--- src/rtl/pmc_pkg.sv ---
package pmc_pkg;

    localparam int OSC_N  = 4;
    localparam int SRC_W  = 2;
    localparam int MODE_W = 3;

    typedef enum logic [2:0] {
        M_MAIN    = 3'd0,
        M_PLL     = 3'd1,
        M_SUB     = 3'd2,
        M_SUBLP   = 3'd3,
        M_ONCH    = 3'd4,
        M_ONCHLP  = 3'd5
    } mode_e;

    typedef enum logic [2:0] {
        S_RUN,
        S_SWITCH,
        S_WAIT,
        S_STOP,
        S_WAKE
    } pstate_e;

    typedef enum logic [SRC_W-1:0] {
        SRC_MAIN = 2'd0,
        SRC_PLL  = 2'd1,
        SRC_SUB  = 2'd2,
        SRC_ONCH = 2'd3
    } src_e;

    localparam int MODE_LAST = 5;

    function automatic src_e src_of(mode_e m);
        src_e s;
        unique case (m)
            M_MAIN:           s = SRC_MAIN;
            M_PLL:            s = SRC_PLL;
            M_SUB, M_SUBLP:   s = SRC_SUB;
            M_ONCH, M_ONCHLP: s = SRC_ONCH;
            default:          s = SRC_MAIN;
        endcase
        return s;
    endfunction

    // bit0 main, bit1 PLL, bit2 sub, bit3 on-chip
    function automatic logic [OSC_N-1:0] osc_need(mode_e m);
        logic [OSC_N-1:0] v;
        unique case (m)
            M_MAIN:   v = 4'b0001;
            M_PLL:    v = 4'b0011;
            M_SUB:    v = 4'b0101;
            M_SUBLP:  v = 4'b0100;
            M_ONCH:   v = 4'b1001;
            M_ONCHLP: v = 4'b1000;
            default:  v = 4'b0001;
        endcase
        return v;
    endfunction

endpackage

--- src/rtl/pmc_legal.sv ---
module pmc_legal
    import pmc_pkg::*;
#(
    parameter int                DIV_W    = 5,
    parameter logic [DIV_W-1:0]  DIV_SAFE = 5'b01000
) (
    input  mode_e                cur,
    input  logic [MODE_W-1:0]    req,
    input  logic [DIV_W-1:0]     div,
    output logic                 legal,
    output logic                 same
);

    logic  code_ok;
    mode_e req_m;
    logic  from_onch;

    always_comb begin
        code_ok   = (int'(req) <= MODE_LAST);
        req_m     = mode_e'(req);
        from_onch = (cur == M_ONCH) || (cur == M_ONCHLP);
        same      = code_ok && (req_m == cur);
        if (!code_ok) begin
            legal = 1'b0;
        end else if (same) begin
            legal = 1'b1;
        end else if (cur == M_MAIN) begin
            legal = 1'b1;
        end else if (req_m == M_MAIN) begin
            legal = !from_onch || (div == DIV_SAFE);
        end else begin
            legal = (src_of(req_m) == src_of(cur));
        end
    end

endmodule

--- src/rtl/pmc_osc_ctl.sv ---
module pmc_osc_ctl
    import pmc_pkg::*;
(
    input  pstate_e           st,
    input  mode_e             cur,
    input  mode_e             tgt,
    output logic [OSC_N-1:0]  en
);

    logic [OSC_N-1:0] need_cur;
    logic [OSC_N-1:0] need_tgt;
    logic             halted;
    logic             moving;

    always_comb begin
        need_cur = osc_need(cur);
        need_tgt = osc_need(tgt);
        halted   = (st == S_STOP);
        moving   = (st == S_SWITCH);
    end

    for (genvar i = 0; i < OSC_N; i++) begin : g_osc
        assign en[i] = !halted && (need_cur[i] || (moving && need_tgt[i]));
    end

endmodule

--- src/rtl/cpu_clk_pmc.sv ---
module cpu_clk_pmc
    import pmc_pkg::*;
#(
    parameter int                DIV_W    = 5,
    parameter logic [DIV_W-1:0]  DIV_SAFE = 5'b01000
) (
    input  logic                 clk,
    input  logic                 rst,
    input  logic                 mode_wr,
    input  logic [MODE_W-1:0]    mode_wdata,
    input  logic                 div_wr,
    input  logic [DIV_W-1:0]     div_wdata,
    input  logic                 wait_stb,
    input  logic                 stop_req,
    input  logic                 irq,
    input  logic [OSC_N-1:0]     osc_rdy,
    output logic [SRC_W-1:0]     clk_sel,
    output logic [DIV_W-1:0]     div_code,
    output logic [OSC_N-1:0]     osc_en,
    output logic                 cpu_clk_en,
    output logic                 req_err
);

    pstate_e          st_q,  st_d;
    mode_e            cur_q, cur_d;
    mode_e            tgt_q, tgt_d;
    logic [DIV_W-1:0] div_q;
    logic             err_q, err_d;

    logic             req_legal;
    logic             req_same;
    logic             tgt_ready;
    logic             cur_ready;
    logic [OSC_N-1:0] osc_en_w;

    pmc_legal #(
        .DIV_W    (DIV_W),
        .DIV_SAFE (DIV_SAFE)
    ) i_legal (
        .cur   (cur_q),
        .req   (mode_wdata),
        .div   (div_q),
        .legal (req_legal),
        .same  (req_same)
    );

    pmc_osc_ctl i_osc (
        .st  (st_q),
        .cur (cur_q),
        .tgt (tgt_q),
        .en  (osc_en_w)
    );

    always_comb begin
        tgt_ready = ((osc_need(tgt_q) & ~osc_rdy) == '0);
        cur_ready = ((osc_need(cur_q) & ~osc_rdy) == '0);
    end

    // next-state decision
    always_comb begin
        st_d  = st_q;
        cur_d = cur_q;
        tgt_d = tgt_q;
        err_d = 1'b0;
        unique case (st_q)
            S_RUN: begin
                if (!irq && stop_req) begin
                    st_d = S_STOP;
                end else if (!irq && wait_stb) begin
                    st_d = S_WAIT;
                end else if (mode_wr) begin
                    if (!req_legal) begin
                        err_d = 1'b1;
                    end else if (!req_same) begin
                        tgt_d = mode_e'(mode_wdata);
                        st_d  = S_SWITCH;
                    end
                end
            end
            S_SWITCH: begin
                err_d = mode_wr;
                if (tgt_ready) begin
                    cur_d = tgt_q;
                    st_d  = S_RUN;
                end
            end
            S_WAIT: begin
                err_d = mode_wr;
                if (irq) begin
                    st_d = S_RUN;
                end
            end
            S_STOP: begin
                err_d = mode_wr;
                if (irq) begin
                    st_d = S_WAKE;
                end
            end
            S_WAKE: begin
                err_d = mode_wr;
                if (cur_ready) begin
                    st_d = S_RUN;
                end
            end
            default: begin
                st_d = S_RUN;
            end
        endcase
    end

    // state register
    always_ff @(posedge clk) begin
        if (rst) begin
            st_q  <= S_RUN;
            cur_q <= M_MAIN;
            tgt_q <= M_MAIN;
            div_q <= DIV_SAFE;
            err_q <= 1'b0;
        end else begin
            st_q  <= st_d;
            cur_q <= cur_d;
            tgt_q <= tgt_d;
            err_q <= err_d;
            if (div_wr) begin
                div_q <= div_wdata;
            end
        end
    end

    // outputs
    always_comb begin
        clk_sel    = src_of(cur_q);
        div_code   = div_q;
        osc_en     = osc_en_w;
        cpu_clk_en = (st_q == S_RUN) || (st_q == S_SWITCH);
        req_err    = err_q;
    end

    AST_STOP_ALL_OFF: assert property (@(posedge clk) disable iff (rst)
        (st_q == S_STOP) |-> (osc_en == '0));

    AST_WAKE_ENABLES: assert property (@(posedge clk) disable iff (rst)
        (st_q == S_WAKE) |-> (osc_en == osc_need(cur_q) && !cpu_clk_en));

    AST_SWITCH_HOLDS: assert property (@(posedge clk) disable iff (rst)
        (st_q == S_SWITCH && !tgt_ready) |=> (st_q == S_SWITCH && $stable(cur_q)));

    AST_HUB_PATH: assert property (@(posedge clk) disable iff (rst)
        (cur_q != $past(cur_q)) |-> ($past(cur_q) == M_MAIN || cur_q == M_MAIN
                                     || src_of(cur_q) == src_of($past(cur_q))));

    AST_REFUSE_NO_MOVE: assert property (@(posedge clk) disable iff (rst)
        (err_q && $past(st_q) == S_RUN) |-> (st_q == S_RUN && cur_q == $past(cur_q)));

    AST_IRQ_FIRST: assert property (@(posedge clk) disable iff (rst)
        (st_q == S_RUN && irq) |=> (st_q != S_WAIT && st_q != S_STOP));

    AST_WAIT_RESUME: assert property (@(posedge clk) disable iff (rst)
        (st_q == S_WAIT && irq) |=> (st_q == S_RUN && $stable(cur_q)));

    AST_ERR_PULSE: assert property (@(posedge clk) disable iff (rst)
        (err_q && !$past(mode_wr, 1)) |-> 1'b0);

endmodule

--- config.mk ---
export PLATFORM = sky130hd
export DESIGN_NAME = cpu_clk_pmc
export DESIGN_NICKNAME = d
export VERILOG_FILES = /design/src/rtl/pmc_pkg.sv /design/src/rtl/pmc_legal.sv /design/src/rtl/pmc_osc_ctl.sv /design/src/rtl/cpu_clk_pmc.sv
export SDC_FILE = /design/constraint.sdc
export NUM_CORES = 1
export LEC_CHECK = 0
export ABC_AREA = 1
export BUFFER_PORTS_ARGS = -buffer_cell sky130_fd_sc_hd__buf_2
export CAP_MARGIN = 10
export CORE_AREA = 2 2 53 55
export CTS_CLUSTER_SIZE = 16
export DETAILED_ROUTE_END_ITERATION = 8
export DIE_AREA = 0 0 55 57
export PLACE_DENSITY = 0.65
export SYNTH_ARGS = -nofsm -noshare
export SYNTH_HDL_FRONTEND = slang
export SYNTH_SLANG_ARGS = --single-unit
--- constraint.sdc ---
create_clock -name clk -period 1.45 [get_ports clk]
set_input_delay 0.435 -clock clk [delete_from_list [all_inputs] [get_ports clk]]
set_output_delay 0.435 -clock clk [all_outputs]
set_load 0.1 [all_outputs]
==> results.cfg, run 1 <==
[worst_setup_path]
critPathLaunchType = flip-flop
arrival_ns = 1.34
crit_type = reg2out
critPathMaxFanout = 5
crit_required_ns = 1.02
critPathCaptureType = output pin

[cts]
clk-insertion-delay-late_ns = 0.30
clockBufferDepth = 2
clk_pin_slew_worst_paths_ns = 0.10
root_buffer = clkbuf_4
htreeDepth = 1
clock-sinks = 15
holdBufCountCts = 0
numCtsBuffers = 3
cts_tree = done

[floorplan]
die_h_um = 57
die_w_um = 55
rows = 19
die_area_sq_mm = 0.00314
core_area_sq_mm = 0.00262
io_pins = 32
initial_core_util = 0.382

[timing]
tightest_slew_ns = 0.374
layout_min_cycle_time_ns = 1.78
slew_viol_final = 0
timing.hold.ws_ns = 0.320
rsz0062_at_grt = yes
clock-skew-final_ns = 0.00898
setup_slack_ns = -0.329
layout_worst_path_cycle_share = 1.23
timing_hold_violations_final = 0
relSlewSlack = 0.750
fmax_ghz = 0.562
setup_viol = 13

[drt]
drc_errors = 0
drt_iter0_markers = 35
wl_per_cell_um = 12.7
drt-total-wl_um = 3330
first_pass_iters = 4
vias = 1307
vias_per_cell = 4.97
postRouteAntennaNets = 0

[pwr]
clkPwrFrac = 0.074
switching_share = 0.510
power.internal_w = 0.00172
fin_total_pwr_w = 0.00350
power_density_mw_per_mm2 = 1780
comb_power_share = 0.748
net-switching-power_w = 0.00179
p_leak_nw = 0.940
ir_drop_mv = 2.50
seqPwrFrac = 0.178

[synth]
synth_cell_types = 21
ys_seq_elements = 15
postSynthAreaPerCell_sq_um = 6.09
synth_area_sq_um = 998
syn_inst = 164
ys_seq_area_frac = 0.301
synth-warning-count = 0
syn-num-nets = 183

[finish]
fin_cells = 263
n_antenna_cell = 0
area_growth_pct = 97.1
drive_above_1_share = 0.547
nNetsFinal = 252

[run_status]
violations = negative setup slack
status = complete, but fails checks

[min_path]
hold_class = in2reg

[global_route]
grt_pass1_vias = 1288
grt_pass1_wl_um = 5260
grt.overflow.total = 0
antenna_found_initial = 0
grtUsageTotal = 0.224
grt_max_degree = 14

[place]
placedCellCount = 247
dp_hpwl_um = 2340
port_buffers = 31
gp_congestion = 0.823

[run]
maxCapViolCount = 0
==> layer usage <==
| layer | wire, um | share of wire | vias up | GRT usage |
|---|---|---|---|---|
| li1 | - | - | 659 | - |
| met1 | 1340 | 0.40 | 610 | 0.258 |
| met2 | 1810 | 0.54 | 28 | 0.398 |
| met3 | 119 | 0.036 | 10 | 0.0681 |
| met4 | 61 | 0.018 | 0 | 0.0453 |
| met5 | 0 | 0 | - | 0 |
==> cell usage after synthesis <==
cell	instances	area [sq um]
nand2_1	47	176
inv_1	21	78.8
nor2_1	18	67.6
a21oi_1	15	75.1
dfxtp_1	15	300
nand3_1	14	70.1
o21ai_0	9	45.0
inv_2	5	18.8
nand2_2	5	31.3
nor2_2	3	18.8
nor3_1	2	10.0
a21oi_2	1	8.76
buf_6	1	11.3
clkinv_1	1	3.75
nand3_2	1	10.0
nand4_1	1	6.26
nand4_4	1	21.3
nor2_4	1	11.3
nor2_8	1	20.0
o21ai_1	1	5.00
xnor2_1	1	8.76
==> what timing repair did <==
action	CTS	global route
pin swaps	12	12
cloned	0	0
buffers inserted	4	10
gates resized for setup	19	23
endpoints found under the setup margin	10	16
==> flip-flops by register name, summed over array words and instances, names as in the netlist <==
signal,cells
div_code,5
cur_q,3
st_q,3
tgt_q,3
req_err,1
==> power groups by stage <==
| stage | clock, W | sequential (W) | combinational [W] |
|---|---|---|---|
| 2_1_floorplan | 0 | 0.000718 | 0.00128 |
| 3_3_place_gp | 0 | 0.000604 | 0.00218 |
| 3_5_place_dp | 0 | 0.000608 | 0.00222 |
| 4_1_cts | 0.000265 | 0.000615 | 0.00236 |
| 5_1_grt | 0.000286 | 0.000631 | 0.00276 |
| 6_report | 0.000258 | 0.000623 | 0.00262 |
==> area by class of cell <==
class / instances / area [sq um]
Multi-Input combinational cell: 121 / 798
Timing Repair Buffer: 65 / 648
Fill cell: 199 / 647
Sequential cell: 15 / 342
Inverter: 27 / 114
Tap cell: 31 / 38.8
Clock buffer: 3 / 22.5
Clock inverter: 1 / 5.00
==> metrics by stage <==
stage                     cell area, sq um  utilization  setup TNS, ns  setup slack [ns]
final                                 1970        0.753          -2.67            -0.329
after global routing                  1970        0.753          -3.58            -0.418
after CTS                             1830        0.700          -1.90            -0.329
after detailed placement              1710        0.654         -0.336           -0.0712
after global placement                1710        0.654         -0.131           -0.0544
after floorplan                       1150            -          -1.05            -0.318
==> worst max-delay path, cell delays in order (launching register included) <==
cell,delay [ns]
dfxtp_2,0.35
inv_2,0.05
nor2_4,0.14
nand4_1,0.15
a21oi_4,0.18
buf_12,0.18
==> cells by family (layout without fill, tap and decap cells) <==
group                  after synthesis  after routing  share of synthesized area
buffers and inverters               28             96                      0.113
flip-flops                          15             15                      0.301
AND/OR/NAND/NOR                     94             94                      0.444
AO/OA/AOI/OAI                       26             26                      0.134
XOR/XNOR                             1              1                    0.00877
==> final timing paths <==
check	startpoint	end	slack [ns]	cells after the start
setup / recovery	st_q[0]	osc_en[1]	-0.33	5
hold / removal	rst	req_err	0.32	2
hold reg to reg	div_code[3]	div_code[3]	0.51	2
setup reg to reg	st_q[0]	st_q[0]	-0.20	11
==> layout by cell type, fill, tap and decap left out <==
cell / instances
buf_12: 14
inv_6: 1
nand4_1: 1
nor3_1: 1
nand4_4: 1
a21oi_1: 10
nand2_2: 7
clkbuf_4: 3
xnor2_2: 1
nand3_1: 9
inv_2: 3
nand3_2: 4
nor2_4: 5
inv_4: 3
nor2_2: 3
buf_2: 18
inv_1: 19
clkinv_1: 1
a21oi_4: 4
dfxtp_4: 10
o21ai_1: 2
buf_6: 8
dfxtp_2: 3
nor3_4: 1
nor2_1: 14
nand2_4: 5
clkinv_2: 1
nand2_8: 2
a21oi_2: 2
o21ai_0: 8
dfxtp_1: 2
nand3_4: 2
nor2_8: 1
nand2_1: 38
buf_4: 25
Power figures use the tool's default switching activity.
==> run 2: changes to the inputs <==
- TNS_END_PERCENT: default -> 50
==> results.cfg, run 2 (synthesis results as in run 1) <==
[finish]
mostFrequentLayoutCell = nand2_1
drive_above_1_share = 0.520
n_antenna_cell = 0
final_cell_mix = nand2_1, inv_1, buf_4, buf_2, nor2_1
fill_cells = 192
multi_input_area_sq_um = 803
area_growth_pct = 89.7
nNetsFinal = 243
seq_area_sq_um = 339
largest_reg_flops = 5

[cts]
cts_tree = done
numCtsBuffers = 3
clock-sinks = 15
clk_pin_slew_worst_paths_ns = 0.10
root_buffer = clkbuf_4
clk-insertion-delay-late_ns = 0.29
holdBufCountCts = 0
htreeDepth = 1
clockBufferDepth = 2

[floorplan]
core_area_sq_mm = 0.00262
initial_core_util = 0.382
die_w_um = 55
rows = 19
die_area_sq_mm = 0.00314
die_h_um = 57
io_pins = 32

[drt]
drc_errors = 0
drt-total-wl_um = 2980
drt_iter0_markers = 12
vias_per_cell = 4.85
first_pass_iters = 5
vias = 1232
wl_per_cell_um = 11.7
postRouteAntennaNets = 0

[timing]
fmax_ghz = 0.563
relSlewSlack = 0.780
setup_slack_ns = -0.326
timing.hold.ws_ns = 0.324
tightest_slew_ns = 0.330
clock-skew-final_ns = 0.00827
rsz0062_at_grt = yes
layout_min_cycle_time_ns = 1.78
slew_viol_final = 0
setup_viol = 9
layout_worst_path_cycle_share = 1.23
timing_hold_violations_final = 0

[pwr]
fin_total_pwr_w = 0.00324
p_leak_nw = 0.899
power_density_mw_per_mm2 = 1710
ir_drop_mv = 2.26

[global_route]
grt_pass1_vias = 1129
grt_use_met3 = 0.0497
grtUsageTotal = 0.199
grt_use_met2 = 0.332
grt_max_degree = 14
grt.overflow.total = 0
use_met1 = 0.262
grt_pass1_wl_um = 4740
grt-busiest-layer = met2
antenna_found_initial = 0

[worst_setup_path]
critPathLaunchType = flip-flop
critPathCaptureType = output pin
crit_type = reg2out
arrival_ns = 1.34
crit_required_ns = 1.02
critPathMaxFanout = 4

[run_status]
status = complete, but fails checks
violations = negative setup slack

[place]
port_buffers = 31
dp_hpwl_um = 2350
gp_congestion = 0.847

[run]
maxCapViolCount = 0

[min_path]
hold_class = in2reg
## run 2: cell types whose count changed in the layout (fill, tap and decap cells not counted), moves of 2 or more
cell / change
buf_4: -6
buf_6: -3
nand2_1: -2
nand3_1: +2
nor2_1: +2
nor2_2: -2
## run 2: per-layer routing
layer	vias to the layer above	wire length (um)
li1	638	-
met2	29	1560
met1	563	1300
met4	0	11
met3	2	114
met5	-	0
## run 2: final timing paths
| kind | startpoint | end | slack [ns] | cells past startpoint |
|---|---|---|---|---|
| max | st_q[0] | osc_en[1] | -0.33 | 5 |
| min | rst | req_err | 0.32 | 2 |
| max reg2reg | tgt_q[1] | st_q[0] | -0.07 | 12 |
| min reg2reg | div_code[3] | div_code[3] | 0.50 | 2 |
## run 2: stage by stage
stage          cells  setup WS [ns]  cell area, sq um  setup TNS (ns)   util
2_1_floorplan    164         -0.318              1140           -1.55      -
3_3_place_gp     243        -0.0472              1650         -0.0864  0.632
3_5_place_dp     243        -0.0828              1650          -0.369  0.632
4_1_cts          248         -0.331              1710           -1.96  0.654
5_1_grt          254         -0.401              1890           -3.05  0.724
6_report         254         -0.326              1890           -2.04  0.724
## run 2: area by class of cell
type                       count  area share
clock buffer                   3      0.0119
inverter                      27      0.0614
multi-input combinational    121       0.424
tap                           31      0.0205
clock inverter                 1     0.00264
timing repair buffer          56       0.301
sequential                    15       0.179
## run 2: repair_timing
action,in CTS,in global routing
gates resized for setup,9,31
setup buffers,1,6
pin swaps,4,13
endpoints found under the setup margin,9,16
## run 2: worst max-delay path: stages, from the launching register on
cell and delay (ns):
dfxtp_2 0.35, inv_2 0.05, nor2_4 0.12, nand4_1 0.15
a21oi_4 0.19, buf_12 0.19
## run 2: report_power, final
part	switching [W]	leakage, nW	internal, W	total, W
clock network	0.000143	0.0177	0.000103	0.000246
registers	0.000121	0.130	0.000509	0.000630
logic	0.00142	0.751	0.000946	0.00237
total	0.00168	0.899	0.00156	0.00324
==> run 3: changes to the inputs <==
- PLACE_DENSITY: 0.65 -> 0.68
- clock period: 1.45 -> 1.6 ns (I/O delays scaled with it)
==> results.cfg, run 3 (synthesis results as in run 1) <==
[min_path]
worstHoldStart = rst
worst_hold_path.endpoint = st_q[1]
holdPathStages = 2
hold_class = in2reg

[pwr]
power_density_mw_per_mm2 = 1670
p_leak_nw = 0.797
ir_drop_mv = 1.54
fin_total_pwr_w = 0.00267

[global_route]
grt.overflow.total = 0
grt_pass1_wl_um = 4580
antenna_found_initial = 0
grtUsageTotal = 0.198
grt_pass1_vias = 1124
grt_max_degree = 14

[floorplan]
io_pins = 32
core_area_sq_mm = 0.00262
die_w_um = 55
initial_core_util = 0.382
die_area_sq_mm = 0.00314
rows = 19
die_h_um = 57

[timing]
relSlewSlack = 0.680
clock-skew-final_ns = 0.0109
fmax_ghz = 0.554
timing_hold_violations_final = 0
layout_min_cycle_time_ns = 1.81
setup_slack_ns = -0.205
tightest_slew_ns = 0.484
rsz0062_at_grt = yes
setup_viol = 7
slew_viol_final = 0
timing.hold.ws_ns = 0.384
layout_worst_path_cycle_share = 1.13

[place]
dp_hpwl_um = 2190
place_ws_ns = 0.0328
port_buffers = 31
gp_congestion = 0.795
placedCellCount = 231

[cts]
clock-sinks = 15
holdBufCountCts = 0
cts_tree = done
clk_pin_slew_worst_paths_ns = 0.08
htreeDepth = 1
numCtsBuffers = 3
clk-insertion-delay-late_ns = 0.29
clockBufferDepth = 2
root_buffer = clkbuf_4

[finish]
largest_reg_flops = 5
final_cell_mix = nand2_1, buf_2, inv_1, nor2_1, buf_4
n_antenna_cell = 0
mostFrequentLayoutCell = nand2_1
drive_above_1_share = 0.439
nNetsFinal = 234
area_growth_pct = 60.3
fin_cells = 245

[drt]
drt-total-wl_um = 2770
wl_per_cell_um = 11.3
met3_length_um = 171
vias = 1192
first_pass_iters = 6
vias_per_cell = 4.87
m1WireLength_um = 1150
postRouteAntennaNets = 0
drt_iter0_markers = 25
route.met2.wl_um = 1440
top_layer = met4
drc_errors = 0

[worst_setup_path]
r2r_cells = 10
crit_required_ns = 1.12
rrSetupSlack_ns = 0.09
timing.rr.end = st_q[0]
critPathMaxFanout = 5
critPathCaptureType = output pin
rr_startpoint = cur_q[1]
arrival_ns = 1.33
critPathLaunchType = flip-flop
crit_type = reg2out

[run_status]
violations = negative setup slack
status = complete, but fails checks

[run]
maxCapViolCount = 0
[run 3: routing by layer]
layer / GRT usage / vias up
met2: 0.357 / 34
met1: 0.232 / 539
met3: 0.0576 / 2
met5: 0 / -
li1: - / 617
met4: 0.0209 / 0
[run 3: how the worst max path moves through the flow]
| stage | start | slack (ns) | to | depth (start not counted) |
|---|---|---|---|---|
| finish | st_q[0] | -0.21 | osc_en[1] | 5 |
| global route | st_q[0] | -0.29 | osc_en[1] | 5 |
| CTS | st_q[0] | -0.21 | osc_en[1] | 5 |
| detailed placement | tgt_q[1] | 0.03 | osc_en[0] | 7 |
| global placement | tgt_q[1] | 0.04 | osc_en[0] | 7 |
| floorplan | cur_q[2] | -0.21 | osc_en[0] | 6 |
[run 3: repair_timing]
item / in CTS / in global routing
endpoints found under the setup margin: 7 / 9
resized for setup: 13 / 1
setup buffers: 9 / 1
pin swaps: 7 / 3
endpoints found under the hold margin: 0 / 0
[run 3: area by class of cell]
cell class	count	area, sq um
clock buffer	3	22.5
clock inverter	1	5.00
fill	230	1010
inverter	27	114
multi-input combinational	121	708
sequential	15	324
tap	31	38.8
timing repair buffer	47	388
[run 3: power breakdown]
| part | internal, W | leakage, nW | switching [W] | total [W] |
|---|---|---|---|---|
| clock | 0.0000929 | 0.0177 | 0.000127 | 0.000220 |
| sequential | 0.000461 | 0.128 | 0.0000877 | 0.000549 |
| combinational | 0.000685 | 0.651 | 0.00121 | 0.00190 |
| total | 0.00124 | 0.797 | 0.00143 | 0.00267 |
[run 3: critical path, cell delays in order, from the launching register on]
cell	delay [ns]
dfxtp_2	0.36
inv_2	0.06
nor2_4	0.13
nand4_1	0.15
a21oi_4	0.17
buf_12	0.18
[run 3: through the flow]
stage / utilization / setup TNS (ns) / cell area, sq um
5_1_grt: 0.612 / -1.52 / 1600
3_5_place_dp: 0.558 / 0 / 1460
2_1_floorplan: - / -0.923 / 1130
4_1_cts: 0.608 / -1.09 / 1590
6_report: 0.612 / -1.02 / 1600
3_3_place_gp: 0.558 / 0 / 1460
